### src/rtl/csel_pkg.sv
// Package: csel_pkg
// Shared field codes and attribute-word bit positions for the chip-select
// decoder. Assumes the attribute word is at least CTRL_WAIT_LO+1 bits wide.
package csel_pkg;

    // Register field addressed by a write
    typedef enum logic [1:0] {
        FLD_BASE = 2'd0,
        FLD_MASK = 2'd1,
        FLD_CTRL = 2'd2,
        FLD_NONE = 2'd3
    } csel_field_e;

    // Bit positions inside the attribute word
    localparam int CTRL_EN      = 0;
    localparam int CTRL_PS_LO   = 1;
    localparam int PS_W         = 2;
    localparam int CTRL_BURST   = 3;
    localparam int CTRL_INT     = 4;
    localparam int CTRL_WAIT_LO = 5;

    // Boot configuration pin positions
    localparam int BOOT_INT_BIT = 2;

endpackage

### src/rtl/csel_regs.sv
// Module: csel_regs
// Holds base, mask and attributes for each chip select plus the boot
// match-any flag. Sync active-low reset clears all programming; select 0
// comes out enabled with port size and termination taken from the boot
// pins, which are sampled every reset cycle so the last level is kept.
// Assumes reg_sel values >= NUM_CS address nothing.
module csel_regs
    import csel_pkg::*;
#(
    parameter int NUM_CS = 6,
    parameter int CMP_W  = 16,
    parameter int IDX_W  = 3,
    parameter int WAIT_W = 11
) (
    input  logic                     clk,
    input  logic                     rst_n,
    input  logic [2:0]               boot_cfg,
    input  logic                     reg_we,
    input  logic [IDX_W-1:0]         reg_sel,
    input  logic [1:0]               reg_field,
    input  logic [CMP_W-1:0]         reg_wdata,
    output logic [CMP_W-1:0]         base_q   [NUM_CS],
    output logic [CMP_W-1:0]         mask_q   [NUM_CS],
    output logic                     en_q     [NUM_CS],
    output logic [PS_W-1:0]          psize_q  [NUM_CS],
    output logic                     burst_q  [NUM_CS],
    output logic                     int_q    [NUM_CS],
    output logic [WAIT_W-1:0]        waits_q  [NUM_CS],
    output logic                     boot_any_q
);

    for (genvar i = 0; i < NUM_CS; i++) begin : g_cs
        localparam bit IS_BOOT = (i == 0);
        logic hit_wr;

        assign hit_wr = reg_we && (reg_sel == IDX_W'(i));

        // Per-select register storage with reset defaults
        always_ff @(posedge clk) begin
            if (!rst_n) begin
                base_q[i]  <= '0;
                mask_q[i]  <= '0;
                en_q[i]    <= IS_BOOT;
                psize_q[i] <= IS_BOOT ? boot_cfg[PS_W-1:0] : '0;
                burst_q[i] <= 1'b0;
                int_q[i]   <= IS_BOOT & boot_cfg[BOOT_INT_BIT];
                waits_q[i] <= '0;
            end else if (hit_wr) begin
                case (reg_field)
                    FLD_BASE: base_q[i] <= reg_wdata;
                    FLD_MASK: mask_q[i] <= reg_wdata;
                    FLD_CTRL: begin
                        en_q[i]    <= reg_wdata[CTRL_EN];
                        psize_q[i] <= reg_wdata[CTRL_PS_LO +: PS_W];
                        burst_q[i] <= reg_wdata[CTRL_BURST];
                        int_q[i]   <= reg_wdata[CTRL_INT];
                        waits_q[i] <= reg_wdata[CTRL_WAIT_LO +: WAIT_W];
                    end
                    default: ;
                endcase
            end
        end
    end

    // Boot match-any flag: set by reset, cleared by select 0 base write
    always_ff @(posedge clk) begin
        if (!rst_n) begin
            boot_any_q <= 1'b1;
        end else if (reg_we && reg_sel == '0 && reg_field == FLD_BASE) begin
            boot_any_q <= 1'b0;
        end
    end

endmodule

### src/rtl/csel_match.sv
// Module: csel_match
// Compares the transfer address against every enabled window in parallel
// and resolves overlaps by fixed priority, lowest index first. Select 0
// matches anything while the boot flag is set. Purely combinational.
module csel_match #(
    parameter int NUM_CS = 6,
    parameter int CMP_W  = 16,
    parameter int IDX_W  = 3
) (
    input  logic [CMP_W-1:0] addr,
    input  logic [CMP_W-1:0] base_q [NUM_CS],
    input  logic [CMP_W-1:0] mask_q [NUM_CS],
    input  logic             en_q   [NUM_CS],
    input  logic             boot_any_q,
    output logic             hit_any,
    output logic [IDX_W-1:0] hit_idx
);

    logic [NUM_CS-1:0] raw_hit;

    for (genvar i = 0; i < NUM_CS; i++) begin : g_cmp
        logic window_ok;
        assign window_ok = (((addr ^ base_q[i]) & ~mask_q[i]) == '0);
        if (i == 0) begin : g_boot
            assign raw_hit[i] = en_q[i] && (window_ok || boot_any_q);
        end else begin : g_plain
            assign raw_hit[i] = en_q[i] && window_ok;
        end
    end

    assign hit_any = |raw_hit;

    // Priority encode: scanning downward leaves the lowest hit index
    always_comb begin
        hit_idx = '0;
        for (int k = NUM_CS - 1; k >= 0; k--) begin
            if (raw_hit[k]) begin
                hit_idx = IDX_W'(k);
            end
        end
    end

endmodule

### src/rtl/csel_xfer.sv
// Module: csel_xfer
// Transfer sequencer: captures the winning select and its attributes on a
// start pulse, holds that select low, counts wait states for internally
// terminated devices and forwards the external acknowledge otherwise.
// Assumes start pulses during a busy transfer are to be ignored.
module csel_xfer #(
    parameter int NUM_CS = 6,
    parameter int IDX_W  = 3,
    parameter int PS_W   = 2,
    parameter int WAIT_W = 11
) (
    input  logic              clk,
    input  logic              rst_n,
    input  logic              start,
    input  logic              hit_any,
    input  logic [IDX_W-1:0]  hit_idx,
    input  logic [PS_W-1:0]   sel_psize,
    input  logic              sel_burst,
    input  logic              sel_int,
    input  logic [WAIT_W-1:0] sel_waits,
    input  logic              ext_ack,
    output logic [NUM_CS-1:0] cs_n,
    output logic              ack,
    output logic [PS_W-1:0]   out_psize,
    output logic              out_burst
);

    logic              busy_q;
    logic [IDX_W-1:0]  idx_q;
    logic [WAIT_W-1:0] cnt_q;
    logic              int_q;
    logic [PS_W-1:0]   ps_q;
    logic              burst_q;

    // Acknowledge: wait count exhausted, or device acknowledge passed through
    assign ack = busy_q && (int_q ? (cnt_q == '0) : ext_ack);

    // Transfer state: load on start, count down, end on acknowledge
    always_ff @(posedge clk) begin
        if (!rst_n) begin
            busy_q  <= 1'b0;
            idx_q   <= '0;
            cnt_q   <= '0;
            int_q   <= 1'b0;
            ps_q    <= '0;
            burst_q <= 1'b0;
        end else if (busy_q) begin
            if (ack) begin
                busy_q <= 1'b0;
            end else if (int_q && cnt_q != '0) begin
                cnt_q <= cnt_q - 1'b1;
            end
        end else if (start && hit_any) begin
            busy_q  <= 1'b1;
            idx_q   <= hit_idx;
            cnt_q   <= sel_waits;
            int_q   <= sel_int;
            ps_q    <= sel_psize;
            burst_q <= sel_burst;
        end
    end

    for (genvar i = 0; i < NUM_CS; i++) begin : g_out
        assign cs_n[i] = !(busy_q && idx_q == IDX_W'(i));
    end

    assign out_psize = busy_q ? ps_q : '0;
    assign out_burst = busy_q && burst_q;

endmodule

### src/rtl/chipsel_unit.sv
// Module: chipsel_unit
// Top of the programmable chip-select decoder: register file, parallel
// window match with priority, and the transfer sequencer. Assumes the
// caller presents only the address bits above the window granularity.
module chipsel_unit
    import csel_pkg::*;
#(
    parameter int  NUM_CS = 6,
    parameter int  CMP_W  = 16,
    localparam int IDX_W  = $clog2(NUM_CS)
) (
    input  logic              clk,
    input  logic              rst_n,
    input  logic [2:0]        boot_cfg,
    input  logic              reg_we,
    input  logic [IDX_W-1:0]  reg_sel,
    input  logic [1:0]        reg_field,
    input  logic [CMP_W-1:0]  reg_wdata,
    input  logic              xfer_start,
    input  logic [CMP_W-1:0]  xfer_addr_hi,
    input  logic              ext_ack,
    output logic [NUM_CS-1:0] cs_n,
    output logic              xfer_ack,
    output logic [1:0]        xfer_psize,
    output logic              xfer_burst
);

    localparam int WAIT_W = CMP_W - CTRL_WAIT_LO;

    logic [CMP_W-1:0]  base_q  [NUM_CS];
    logic [CMP_W-1:0]  mask_q  [NUM_CS];
    logic              en_q    [NUM_CS];
    logic [PS_W-1:0]   psize_q [NUM_CS];
    logic              burst_q [NUM_CS];
    logic              int_q   [NUM_CS];
    logic [WAIT_W-1:0] waits_q [NUM_CS];
    logic              boot_any_q;
    logic              hit_any;
    logic [IDX_W-1:0]  hit_idx;
    logic [PS_W-1:0]   sel_psize;
    logic              sel_burst;
    logic              sel_int;
    logic [WAIT_W-1:0] sel_waits;

    csel_regs #(
        .NUM_CS(NUM_CS), .CMP_W(CMP_W), .IDX_W(IDX_W), .WAIT_W(WAIT_W)
    ) u_regs (
        .clk        (clk),
        .rst_n      (rst_n),
        .boot_cfg   (boot_cfg),
        .reg_we     (reg_we),
        .reg_sel    (reg_sel),
        .reg_field  (reg_field),
        .reg_wdata  (reg_wdata),
        .base_q     (base_q),
        .mask_q     (mask_q),
        .en_q       (en_q),
        .psize_q    (psize_q),
        .burst_q    (burst_q),
        .int_q      (int_q),
        .waits_q    (waits_q),
        .boot_any_q (boot_any_q)
    );

    csel_match #(
        .NUM_CS(NUM_CS), .CMP_W(CMP_W), .IDX_W(IDX_W)
    ) u_match (
        .addr       (xfer_addr_hi),
        .base_q     (base_q),
        .mask_q     (mask_q),
        .en_q       (en_q),
        .boot_any_q (boot_any_q),
        .hit_any    (hit_any),
        .hit_idx    (hit_idx)
    );

    // Attribute mux: pick the winning select's settings
    always_comb begin
        sel_psize = '0;
        sel_burst = 1'b0;
        sel_int   = 1'b0;
        sel_waits = '0;
        for (int k = 0; k < NUM_CS; k++) begin
            if (hit_idx == IDX_W'(k)) begin
                sel_psize = psize_q[k];
                sel_burst = burst_q[k];
                sel_int   = int_q[k];
                sel_waits = waits_q[k];
            end
        end
    end

    csel_xfer #(
        .NUM_CS(NUM_CS), .IDX_W(IDX_W), .PS_W(PS_W), .WAIT_W(WAIT_W)
    ) u_xfer (
        .clk       (clk),
        .rst_n     (rst_n),
        .start     (xfer_start),
        .hit_any   (hit_any),
        .hit_idx   (hit_idx),
        .sel_psize (sel_psize),
        .sel_burst (sel_burst),
        .sel_int   (sel_int),
        .sel_waits (sel_waits),
        .ext_ack   (ext_ack),
        .cs_n      (cs_n),
        .ack       (xfer_ack),
        .out_psize (xfer_psize),
        .out_burst (xfer_burst)
    );

endmodule

### config.mk
export PLATFORM = sky130hd
export DESIGN_NAME = chipsel_unit
export DESIGN_NICKNAME = d
export VERILOG_FILES = /design/src/rtl/csel_pkg.sv /design/src/rtl/csel_regs.sv /design/src/rtl/csel_match.sv /design/src/rtl/csel_xfer.sv /design/src/rtl/chipsel_unit.sv
export SDC_FILE = /design/constraint.sdc
export NUM_CORES = 1
export LEC_CHECK = 0
export ABC_CLOCK_PERIOD_IN_PS = 7500
export BUFFER_PORTS_ARGS = -buffer_cell sky130_fd_sc_hd__buf_4
export CORE_MARGIN = 5
export CORE_UTILIZATION = 50
export DETAILED_ROUTE_END_ITERATION = 16
export PLACE_DENSITY = 0.63
export SYNTH_ARGS = -nofsm -noshare
export SYNTH_HDL_FRONTEND = slang
export SYNTH_HIERARCHICAL = 1
export SYNTH_SLANG_ARGS = --single-unit
### constraint.sdc
create_clock -name clk -period 7.5 [get_ports clk]
set_input_delay 0 -clock clk [delete_from_list [all_inputs] [get_ports clk]]
set_output_delay 0 -clock clk [all_outputs]
set_load 0.01 [all_outputs]
Word-level counts from Yosys, hierarchy flattened --
Cells that the tools add are included.
Operators by class: reductions and logical operators 65, add/subtract/negate cells 1, bitwise operators 19, eq/ne operators 21, muxes and demuxes 45
Operators with widths (number):
- $mux 11 | 10
- $and 16x16->16 | 6
- $logic_not 16->1 | 6
- $not 16->16 | 6
- $xor 16x16->16 | 6
- $reduce_and 2->1 | 20
- $logic_and 1x1->1 | 23
- $mux 2 | 10
- $mux 1 | 19
- $eq 3x2->1 const B | 6
- $eq 3x3->1 const B | 6
- $mux 3 | 6
- $logic_not 11->1 | 1
- $reduce_bool 11->1 | 1
- $sub 11x1->11 const B | 1
- $eq 3x1->1 const B | 3
- $logic_not 3->1 | 3
- $logic_not 1->1 | 6
- $reduce_or 6->1 | 1
- $ne 2x1->1 const B | 2
- $ne 2x2->1 const B | 2
- $reduce_and 3->1 | 1
- $eq 2x1->1 const B | 1
- $eq 2x2->1 const B | 1
- 4 further kinds | 4
Word-level totals: register bits after elaboration 308, output and inout bits 10, input bits 45

Logic depth before layout (Yosys ltp) --
Gate-level depths: netlist of run 1.
depth after elaboration 19, mapped depth 16, gate-level depth less buffers 12

By module --
The synthesis of run 1 kept the hierarchy.
By module, submodules not included:
- csel_regs | cells each 989, seq. area each 5815.6 um^2, instances 1, area an instance 10440.0 um^2
- csel_match | cells each 208, seq. area each 0.0 um^2, instances 1, area an instance 1547.7 um^2
- csel_xfer | cells each 146, seq. area each 380.4 um^2, instances 1, area an instance 1137.3 um^2
- chipsel_unit | cells each 105, seq. area each 0.0 um^2, instances 1, area an instance 887.1 um^2

Least setup slack after synthesis of run 1 --
No wires, ideal clock.
path type flip-flop to flip-flop, start register u_regs/base_q[19] in the netlist's numbering, end register u_xfer.cnt_q[9], slack 4.410 ns, arrival time 2.973 ns, cell stages (with the launch flop) 16, setup time 0.117 ns, data required time 7.383 ns, period minus slack after synthesis 3.090 ns, buffers on the path 3, cell sequence dfxtp_1 > xnor2_2 > o22ai_1 > or4_4 > nor4_4 > nor2b_1 > nor4bb_1 > buf_4 > and3b_1 > buf_2 > buf_6 > nand2_1 > o221ai_2 > nor2b_1 > a31o_2 > a32o_1
Between the ends: longest elaborated chain between the ends 18, elaborated cells between the ends (all ways) 27, classes of those cells 5 x eq/ne; 13 x mux; 2 x bitwise; 7 x reduce/logical
RTL lines:
- start: declaration | RTL line csel_regs.sv:22 | output logic [CMP_W-1:0] base_q [NUM_CS],
- start signal: indexed assignment | RTL line csel_regs.sv:50 | FLD_BASE: base_q[i] <= reg_wdata;
- $xor 16x16->16 (*) | RTL line csel_match.sv:23 | assign window_ok = (((addr ^ base_q[i]) & ~mask_q[i]) == '0);
- $and 16x16->16 (*) | RTL line csel_match.sv:23
- $logic_not 16->1 (*) | RTL line csel_match.sv:23
- $logic_and 1x1->1 (*) | RTL line csel_match.sv:27 | assign raw_hit[i] = en_q[i] && window_ok;
- $mux 3 (*) (5 in a row) | RTL line csel_match.sv:37 | if (raw_hit[k]) begin
- via hit_idx[2] | RTL line chipsel_unit.sv:39 | logic [IDX_W-1:0] hit_idx;
- $logic_not 3->1 | RTL line chipsel_unit.sv:84 | if (hit_idx == IDX_W'(k)) begin
- $mux 11 (5 in a row) | RTL line chipsel_unit.sv:84
- $mux 11 (*) | RTL line chipsel_unit.sv:84
- via sel_waits[9] | RTL line chipsel_unit.sv:43 | logic [WAIT_W-1:0] sel_waits;
- $mux 11 (*) | RTL line csel_xfer.sv:53 | end else if (start && hit_any) begin
- $mux 11 (*) | RTL line csel_xfer.sv:47 | end else if (busy_q) begin
- end signal: assignment | RTL line csel_xfer.sv:51 | cnt_q <= cnt_q - 1'b1;
- end signal: assignment | RTL line csel_xfer.sv:56 | cnt_q <= sel_waits;
- end: declaration | RTL line csel_xfer.sv:30 | logic [WAIT_W-1:0] cnt_q;
The timed path passes the listed nets; every way through them passes the cells marked *. The select of a mux whose other input is x is not followed. A chain may end at the register's enable or synchronous reset.

Worst setup path in the final report of run 1 --
start register u_regs/base_q[28] in the netlist's numbering, end register u_xfer.cnt_q[0]
Same word-level chain as after synthesis.

==> results.py, run 1 <==
metrics = {
    "worst_setup_path": {
        "worstSetupPathType": "flip-flop to flip-flop",
        "cp-end-kind": "flip-flop",
        "cp.required_ns": 7.91,
        "critPathLaunchType": "flip-flop",
        "crit_arrival_ns": 4.27,
        "path_max_fanout": 18,
    },
    "timing": {
        "slew_violations": 0,
        "final_hold_viol_count": 0,
        "rsz0062_at_grt": "no",
        "maxClockFrequency_mhz": 259.5,
        "finClkSkew_ns": 0.01463,
        "worst_pin_slew_ns": 1.173,
        "final.period_utilization_pct": 51.37,
        "finalCriticalPeriod_ns": 3.853,
        "slew_headroom_pct": 21.80,
        "tns_ns": 0,
        "setup-violations-final": 0,
    },
    "place": {
        "gp_congestion": 0.8375,
        "portBuffers": 54,
        "place_area_mm2": 0.01437,
        "dp.cells": 1774,
        "dp_hpwl_um": 23760,
    },
    "cts": {
        "cts_made_buffers": 35,
        "cts_root_buf": "clkbuf_16",
        "cts_max_path_buffers": 3,
        "cts.sink_count": 308,
        "cts_max_level": 2,
        "clk_latency_ns": 0.51,
        "cts_resized": 0,
        "cts_tree": "yes",
        "clk_pin_slew_ns": 0.06,
    },
    "hold_path": {
        "hp-class": "input port to flip-flop",
    },
    "grt": {
        "track_usage_pct": 23.41,
        "grt_pass1_vias": 9776,
        "antenna_found_initial": 0,
        "grt_max_degree": 148,
        "grt_pass1_wl_um": 57180,
        "overflow": 0,
    },
    "cells_and_area": {
        "layout.nets": 1485,
        "final_util_pct": 56.20,
        "stdcell_area_mm2": 0.01557,
        "fin_cells": 1843,
        "antenna_cells": 0,
        "syn_to_final_growth_pct": 11.12,
        "drive_above_1_share_pct": 10.78,
    },
    "synth": {
        "synthCells": 1448,
        "avgSynthCellArea_um2": 9.677,
        "synth_edf_count": 3,
        "synth_cell_types": 68,
        "ys.flop_type": "dfxtp_1",
        "yosys_warnings": 6,
        "synth_seq_area_share_pct": 44.22,
        "synth_area_mm2": 0.01401,
        "ys_ff_latch": 308,
        "syn-num-nets": 1494,
        "ys_async_sr_fraction_pct": 0,
    },
    "detailed_routing": {
        "avgRoutedWirePerCell_um": 20.32,
        "first_iter_violations": 681,
        "via_per_inst": 5.521,
        "drtAntennaViolNets": 0,
        "vias": 10180,
        "wl_um": 37450,
        "drc": 0,
        "first_pass_iters": 5,
    },
    "flow_run": {
        "drv_cap": 0,
    },
    "floorplan": {
        "die_area_mm2": 0.03147,
        "start_util_pct": 50.58,
        "num_rows": 61,
        "die_w_um": 177.4,
        "core_mm2": 0.02771,
        "io_pins": 55,
        "die_y_um": 177.4,
    },
    "run_status": {
        "status": "completed",
    },
    "power": {
        "p_leak_nw": 6.562,
        "powerDensity_mw_per_mm2": 231.3,
        "ir_drop_v": 0.0001571,
    },
}
## registers in the layout, indices dropped and copies added (netlist names)
signal / count
u_xfer/busy_q: 1
u_regs/mask_q: 96
u_regs/burst_q: 6
u_regs/psize_q: 12
u_regs/int_q: 6
u_xfer/int_q: 1
u_regs/waits_q: 66
u_regs/en_q: 6
u_xfer/cnt_q: 11
u_regs/base_q: 96
u_xfer/idx_q: 3
u_regs/boot_any_q: 1
u_xfer/ps_q: 2
u_xfer/burst_q: 1
## cell usage in the layout, fill, tap and decap left out, types with 11 or more instances in the layout
| cell type | instances |
|---|---|
| clkbuf_16 | 36 |
| a21oi_1 | 15 |
| dfxtp_1 | 305 |
| xnor2_1 | 94 |
| mux2i_1 | 315 |
| clkbuf_1 | 11 |
| nor2_1 | 24 |
| o22ai_1 | 45 |
| buf_4 | 64 |
| o21a_1 | 15 |
| nand2_1 | 346 |
| nand3b_1 | 20 |
| o21ai_0 | 15 |
## worst paths after layout
check	start	end	slack (ns)	cells after the start
max	u_regs/base_q[28]$_SDFFE_PN0P_	u_xfer/cnt_q[0]$_SDFFE_PN0P_	3.65	11
min	reg_sel[0]	u_regs/en_q[5]$_SDFFE_PN1P_	0.04	4
max reg2reg	u_regs/base_q[28]$_SDFFE_PN0P_	u_xfer/cnt_q[0]$_SDFFE_PN0P_	3.65	11
min reg2reg	u_regs/mask_q[5]$_SDFFE_PN0P_	u_regs/mask_q[5]$_SDFFE_PN0P_	0.46	2
## critical path, cell delays in order, from the launching register on
cell	delay, ns
dfxtp_1	0.31
xnor2_1	0.24
o22ai_1	0.13
or4_4	0.58
nor4_4	0.29
nor2b_1	0.16
nor4bb_4	0.27
buf_4	0.31
nand2b_1	0.54
o221ai_1	0.46
o22ai_1	0.13
a221oi_2	0.30
## through the flow
step	setup slack (ns)	power, mW	hold slack (ns)
floorplan	4.410	1.876	0.1476
global placement	3.626	1.959	0.2912
detailed placement	3.624	1.961	0.2787
CTS	3.579	3.636	0.007472
global route	3.377	3.724	0.08542
finish	3.647	3.602	0.04143
## where the power goes
| group | leakage [nW] | switching, mW | internal, mW |
|---|---|---|---|
| logic | 3.52 | 0.169 | 0.0896 |
| registers | 2.49 | 0.0122 | 1.66 |
| clock network | 0.556 | 0.671 | 1.00 |
| total | 6.56 | 0.853 | 2.75 |
## per-layer routing
metal	track usage [%]	vias up	wire, um
li1	-	4938	-
met1	31.22	4966	17100
met2	39.75	213	17990
met3	3.110	58	1338
met4	6.929	0	1028
met5	0	-	0
## cells in the mapped netlist, types with 2 or more instances
master | number | area [um2]
a21oi_1 | 16 | 80.08
a22oi_1 | 3 | 22.52
a32o_1 | 4 | 40.04
and2_1 | 6 | 37.54
and3_1 | 3 | 18.77
and4bb_2 | 2 | 25.02
buf_2 | 31 | 155.2
buf_4 | 13 | 97.59
buf_6 | 12 | 135.1
clkbuf_1 | 57 | 214.0
dfxtp_1 | 305 | 6106
edfxtp_1 | 3 | 90.09
inv_1 | 7 | 26.28
mux2i_1 | 315 | 3153
nand2_1 | 346 | 1299
nand2_2 | 9 | 56.30
nand3_1 | 9 | 45.04
nand3b_1 | 20 | 150.1
nand4b_1 | 2 | 17.52
nor2_1 | 24 | 90.09
nor2b_1 | 7 | 43.79
nor3_1 | 9 | 45.04
nor3b_1 | 2 | 15.01
nor4_1 | 10 | 62.56
nor4b_1 | 2 | 17.52
nor4b_4 | 2 | 47.55
o21a_1 | 15 | 112.6
o21ai_0 | 15 | 75.07
o221ai_1 | 7 | 61.31
o221ai_2 | 10 | 150.1
o22a_1 | 3 | 26.28
o22ai_1 | 45 | 281.5
o32ai_1 | 3 | 26.28
or3_1 | 3 | 18.77
xnor2_1 | 94 | 823.3
xnor2_2 | 2 | 32.53
## area by class of cell
| cell class | instances | area [um2] |
|---|---|---|
| fillers | 2502 | 12140 |
| inverters | 8 | 30.03 |
| repair buffers | 71 | 555.5 |
| clock inverters | 8 | 86.33 |
| multi-input cells | 1015 | 7177 |
| flip-flops and latches | 308 | 6196 |
| well taps | 378 | 473.0 |
| clock buffers | 55 | 1052 |
## timing repair
item,4_1_cts,5_1_grt
endpoints found under the hold margin,5,0
hold buffers,6,0
setup buffers,0,0
## kinds of logic (layout without fill, tap and decap cells)
group,count (synthesis),count (layout),share of synthesized area [%]
AND/OR/NAND/NOR,468,468,15.05
buffers and inverters,125,142,4.768
AO/OA/AOI/OAI,134,134,7.188
adder cells (fa/ha/maj),1,1,0.08928
multiplexers,316,316,22.58
flip-flops,308,308,44.22
XOR/XNOR,96,96,6.108
Power figures use the tool's default switching activity.
==> inputs of run 2 (changes only) <==
- ABC_AREA: unset -> 1
- ABC_CLOCK_PERIOD_IN_PS: 7500 -> 3700
- PLACE_DENSITY: 0.63 -> 0.62
- clock period: 7.5 -> 3.7 ns (I/O delays scaled with it)
==> results.py, run 2 <==
metrics = {
    "run_status": {
        "status": "completed",
    },
    "timing": {
        "slew_headroom_pct": 22.51,
        "tns_ns": 0,
        "finClkSkew_ns": 0.01641,
        "worst_hold_slack_ns": 0.02856,
        "worst_pin_slew_ns": 1.159,
        "final_hold_viol_count": 0,
        "slew_violations": 0,
        "final.period_utilization_pct": 90.11,
        "setup-violations-final": 0,
        "finalCriticalPeriod_ns": 3.334,
        "rsz0062_at_grt": "no",
        "maxClockFrequency_mhz": 299.9,
    },
    "detailed_routing": {
        "wl_um": 51030,
        "vias": 16000,
        "drtAntennaViolNets": 0,
        "drc": 0,
        "via_per_inst": 4.932,
        "avgRoutedWirePerCell_um": 15.73,
        "first_iter_violations": 1334,
        "first_pass_iters": 5,
    },
    "cts": {
        "cts_max_path_buffers": 3,
        "cts_made_buffers": 36,
        "cts_max_level": 2,
        "clk_pin_slew_ns": 0.06,
        "cts_root_buf": "clkbuf_16",
        "cts.sink_count": 308,
        "cts_tree": "yes",
        "clk_latency_ns": 0.52,
    },
    "worst_setup_path": {
        "worstSetupPathType": "flip-flop to flip-flop",
        "critPathLaunchType": "flip-flop",
        "path_max_fanout": 18,
        "r2r_slack_ns": 0.37,
        "cp.required_ns": 4.14,
        "crit_arrival_ns": 3.77,
        "cp-end-kind": "flip-flop",
    },
    "cells_and_area": {
        "layout_commonest_cell": "nand2_1",
        "antenna_cells": 0,
        "final_cell_mix": "nand2_1, nor2_1, inv_1, dfxtp_1, nand3_1",
        "drive_above_1_share_pct": 6.138,
        "reg_top3": "u_regs/base_q: 96 flops, u_regs/mask_q: 96 flops, u_regs/waits_q: 66 flops",
        "syn_to_final_growth_pct": 10.76,
        "layout.nets": 2827,
        "stdcell_area_mm2": 0.01841,
        "final_util_pct": 56.31,
    },
    "synth": {
        "synth_cell_types": 39,
        "synth_edf_count": 3,
        "ys.flop_type": "dfxtp_1",
        "synth_area_mm2": 0.01662,
        "yosys_warnings": 6,
        "synthTopCellsByArea": "dfxtp_1, nand2_1, nor2_1, inv_1, nand3_1",
        "ys_ff_latch": 308,
        "yosys-top-cells-count": "nand2_1, nor2_1, inv_1",
        "avgSynthCellArea_um2": 5.939,
        "synth_seq_area_share_pct": 37.27,
        "yosysMostFrequentCell": "nand2_1",
        "syn-num-nets": 2845,
        "synth_top_area_share_pct": 36.73,
        "ys_async_sr_fraction_pct": 0,
        "synthCells": 2799,
        "yosys.area.top_type": "dfxtp_1",
    },
    "place": {
        "dp_hpwl_um": 31470,
        "gp_congestion": 0.8612,
        "place_area_mm2": 0.01708,
        "portBuffers": 54,
    },
    "hold_path": {
        "hp-class": "input port to flip-flop",
    },
    "floorplan": {
        "start_util_pct": 50.83,
        "die_w_um": 192.3,
        "num_rows": 66,
        "io_pins": 55,
        "core_mm2": 0.03270,
        "die_y_um": 192.3,
        "die_area_mm2": 0.03699,
    },
    "grt": {
        "overflow": 0,
        "track_usage_pct": 27.20,
        "grt_pass1_vias": 14250,
        "antenna_found_initial": 0,
        "grt_max_degree": 115,
        "grt_pass1_wl_um": 79490,
    },
    "flow_run": {
        "drv_cap": 0,
    },
    "power": {
        "p_leak_nw": 8.742,
        "powerDensity_mw_per_mm2": 415.2,
        "ir_drop_v": 0.0003178,
    },
}
run 2: cell count changes after synthesis, sizes merged, moves of 32 or more:
cell | before | now
o22ai | 45 | 3
nor2 | 25 | 601
nand2 | 355 | 788
mux2i | 315 | 0
xnor2 | 96 | 24
nand4 | 1 | 36
a21oi | 16 | 56
clkbuf | 59 | 91
nand3 | 9 | 275
inv | 7 | 479
run 2: cells by family (layout without fill, tap and decap cells):
family / Yosys count / after routing / share of synthesized area, %
flops: 308 / 308 / 37.27
compound gates: 108 / 108 / 3.522
fa+ha+maj: 1 / 1 / 0.07526
simple gates: 1718 / 1718 / 42.28
xor+xnor: 25 / 25 / 1.317
buf+inv: 639 / 642 / 15.54
run 2: final timing paths:
| kind | from | end | cells past startpoint |
|---|---|---|---|
| hold reg to reg | u_regs/boot_any_q$_SDFFE_PN1P_ | u_regs/boot_any_q$_SDFFE_PN1P_ | 2 |
| hold / removal | xfer_start | u_xfer/idx_q[2]$_SDFFE_PN0P_ | 5 |
| setup reg to reg | u_regs/base_q[56]$_SDFFE_PN0P_ | u_xfer/cnt_q[5]$_SDFFE_PN0P_ | 20 |
| setup / recovery | u_regs/base_q[56]$_SDFFE_PN0P_ | u_xfer/cnt_q[5]$_SDFFE_PN0P_ | 20 |
run 2: metal layers:
layer  track usage (%)  vias to the layer above  wire [um]
li1                  -                     8275          -
met1             36.75                     7202      22570
met2             46.11                      437      24140
met3             3.003                       86       2834
met4             7.954                        0       1487
met5                 0                        -          0
run 2: layout make-up:
type	count	area (um2)
clock buffer	52	1022
inverter	480	1805
multi-input combinational	1852	7895
tap	442	553.0
clock inverter	7	60.06
timing repair buffer	103	880.8
sequential	308	6196
fill	3328	14290
run 2: repair_timing:
item,in CTS,in global routing
setup buffers,0,0
hold buffers,25,0
resized for setup,0,0
endpoints found under the hold margin,154,0
run 2: critical path, stage by stage, from the launching register on:
cell and delay (ns):
dfxtp_1 0.32, nor2_1 0.11, nor2_1 0.05, nand2_1 0.05, nand2_1 0.05, nor2_1 0.15
nand3_1 0.14, nor2_1 0.24, inv_1 0.07, nand2_1 0.08, a21oi_2 0.07, buf_4 0.22
nor2_1 0.85, nand3_1 0.15, nand2_1 0.12, nor2_1 0.09, nand4_1 0.13, nand2_1 0.07
nand2_1 0.09, nand2_1 0.05, a21oi_1 0.15
run 2: through the flow:
| step | worst slack [ns] | power (mW) | instances |
|---|---|---|---|
| finish | 0.3660 | 7.645 | 3244 |
| global route | 0.004360 | 7.966 | 3244 |
| CTS | 0.3964 | 7.703 | 3244 |
| detailed placement | 0.3985 | 4.326 | 3160 |
| global placement | 0.4712 | 4.317 | 3160 |
| floorplan | 1.227 | 4.064 | 2799 |
run 2: where the power goes:
group,switching [mW],leakage [nW],internal [mW]
logic,0.579,5.71,0.263
clock network,1.38,0.535,1.98
registers,0.0546,2.49,3.39
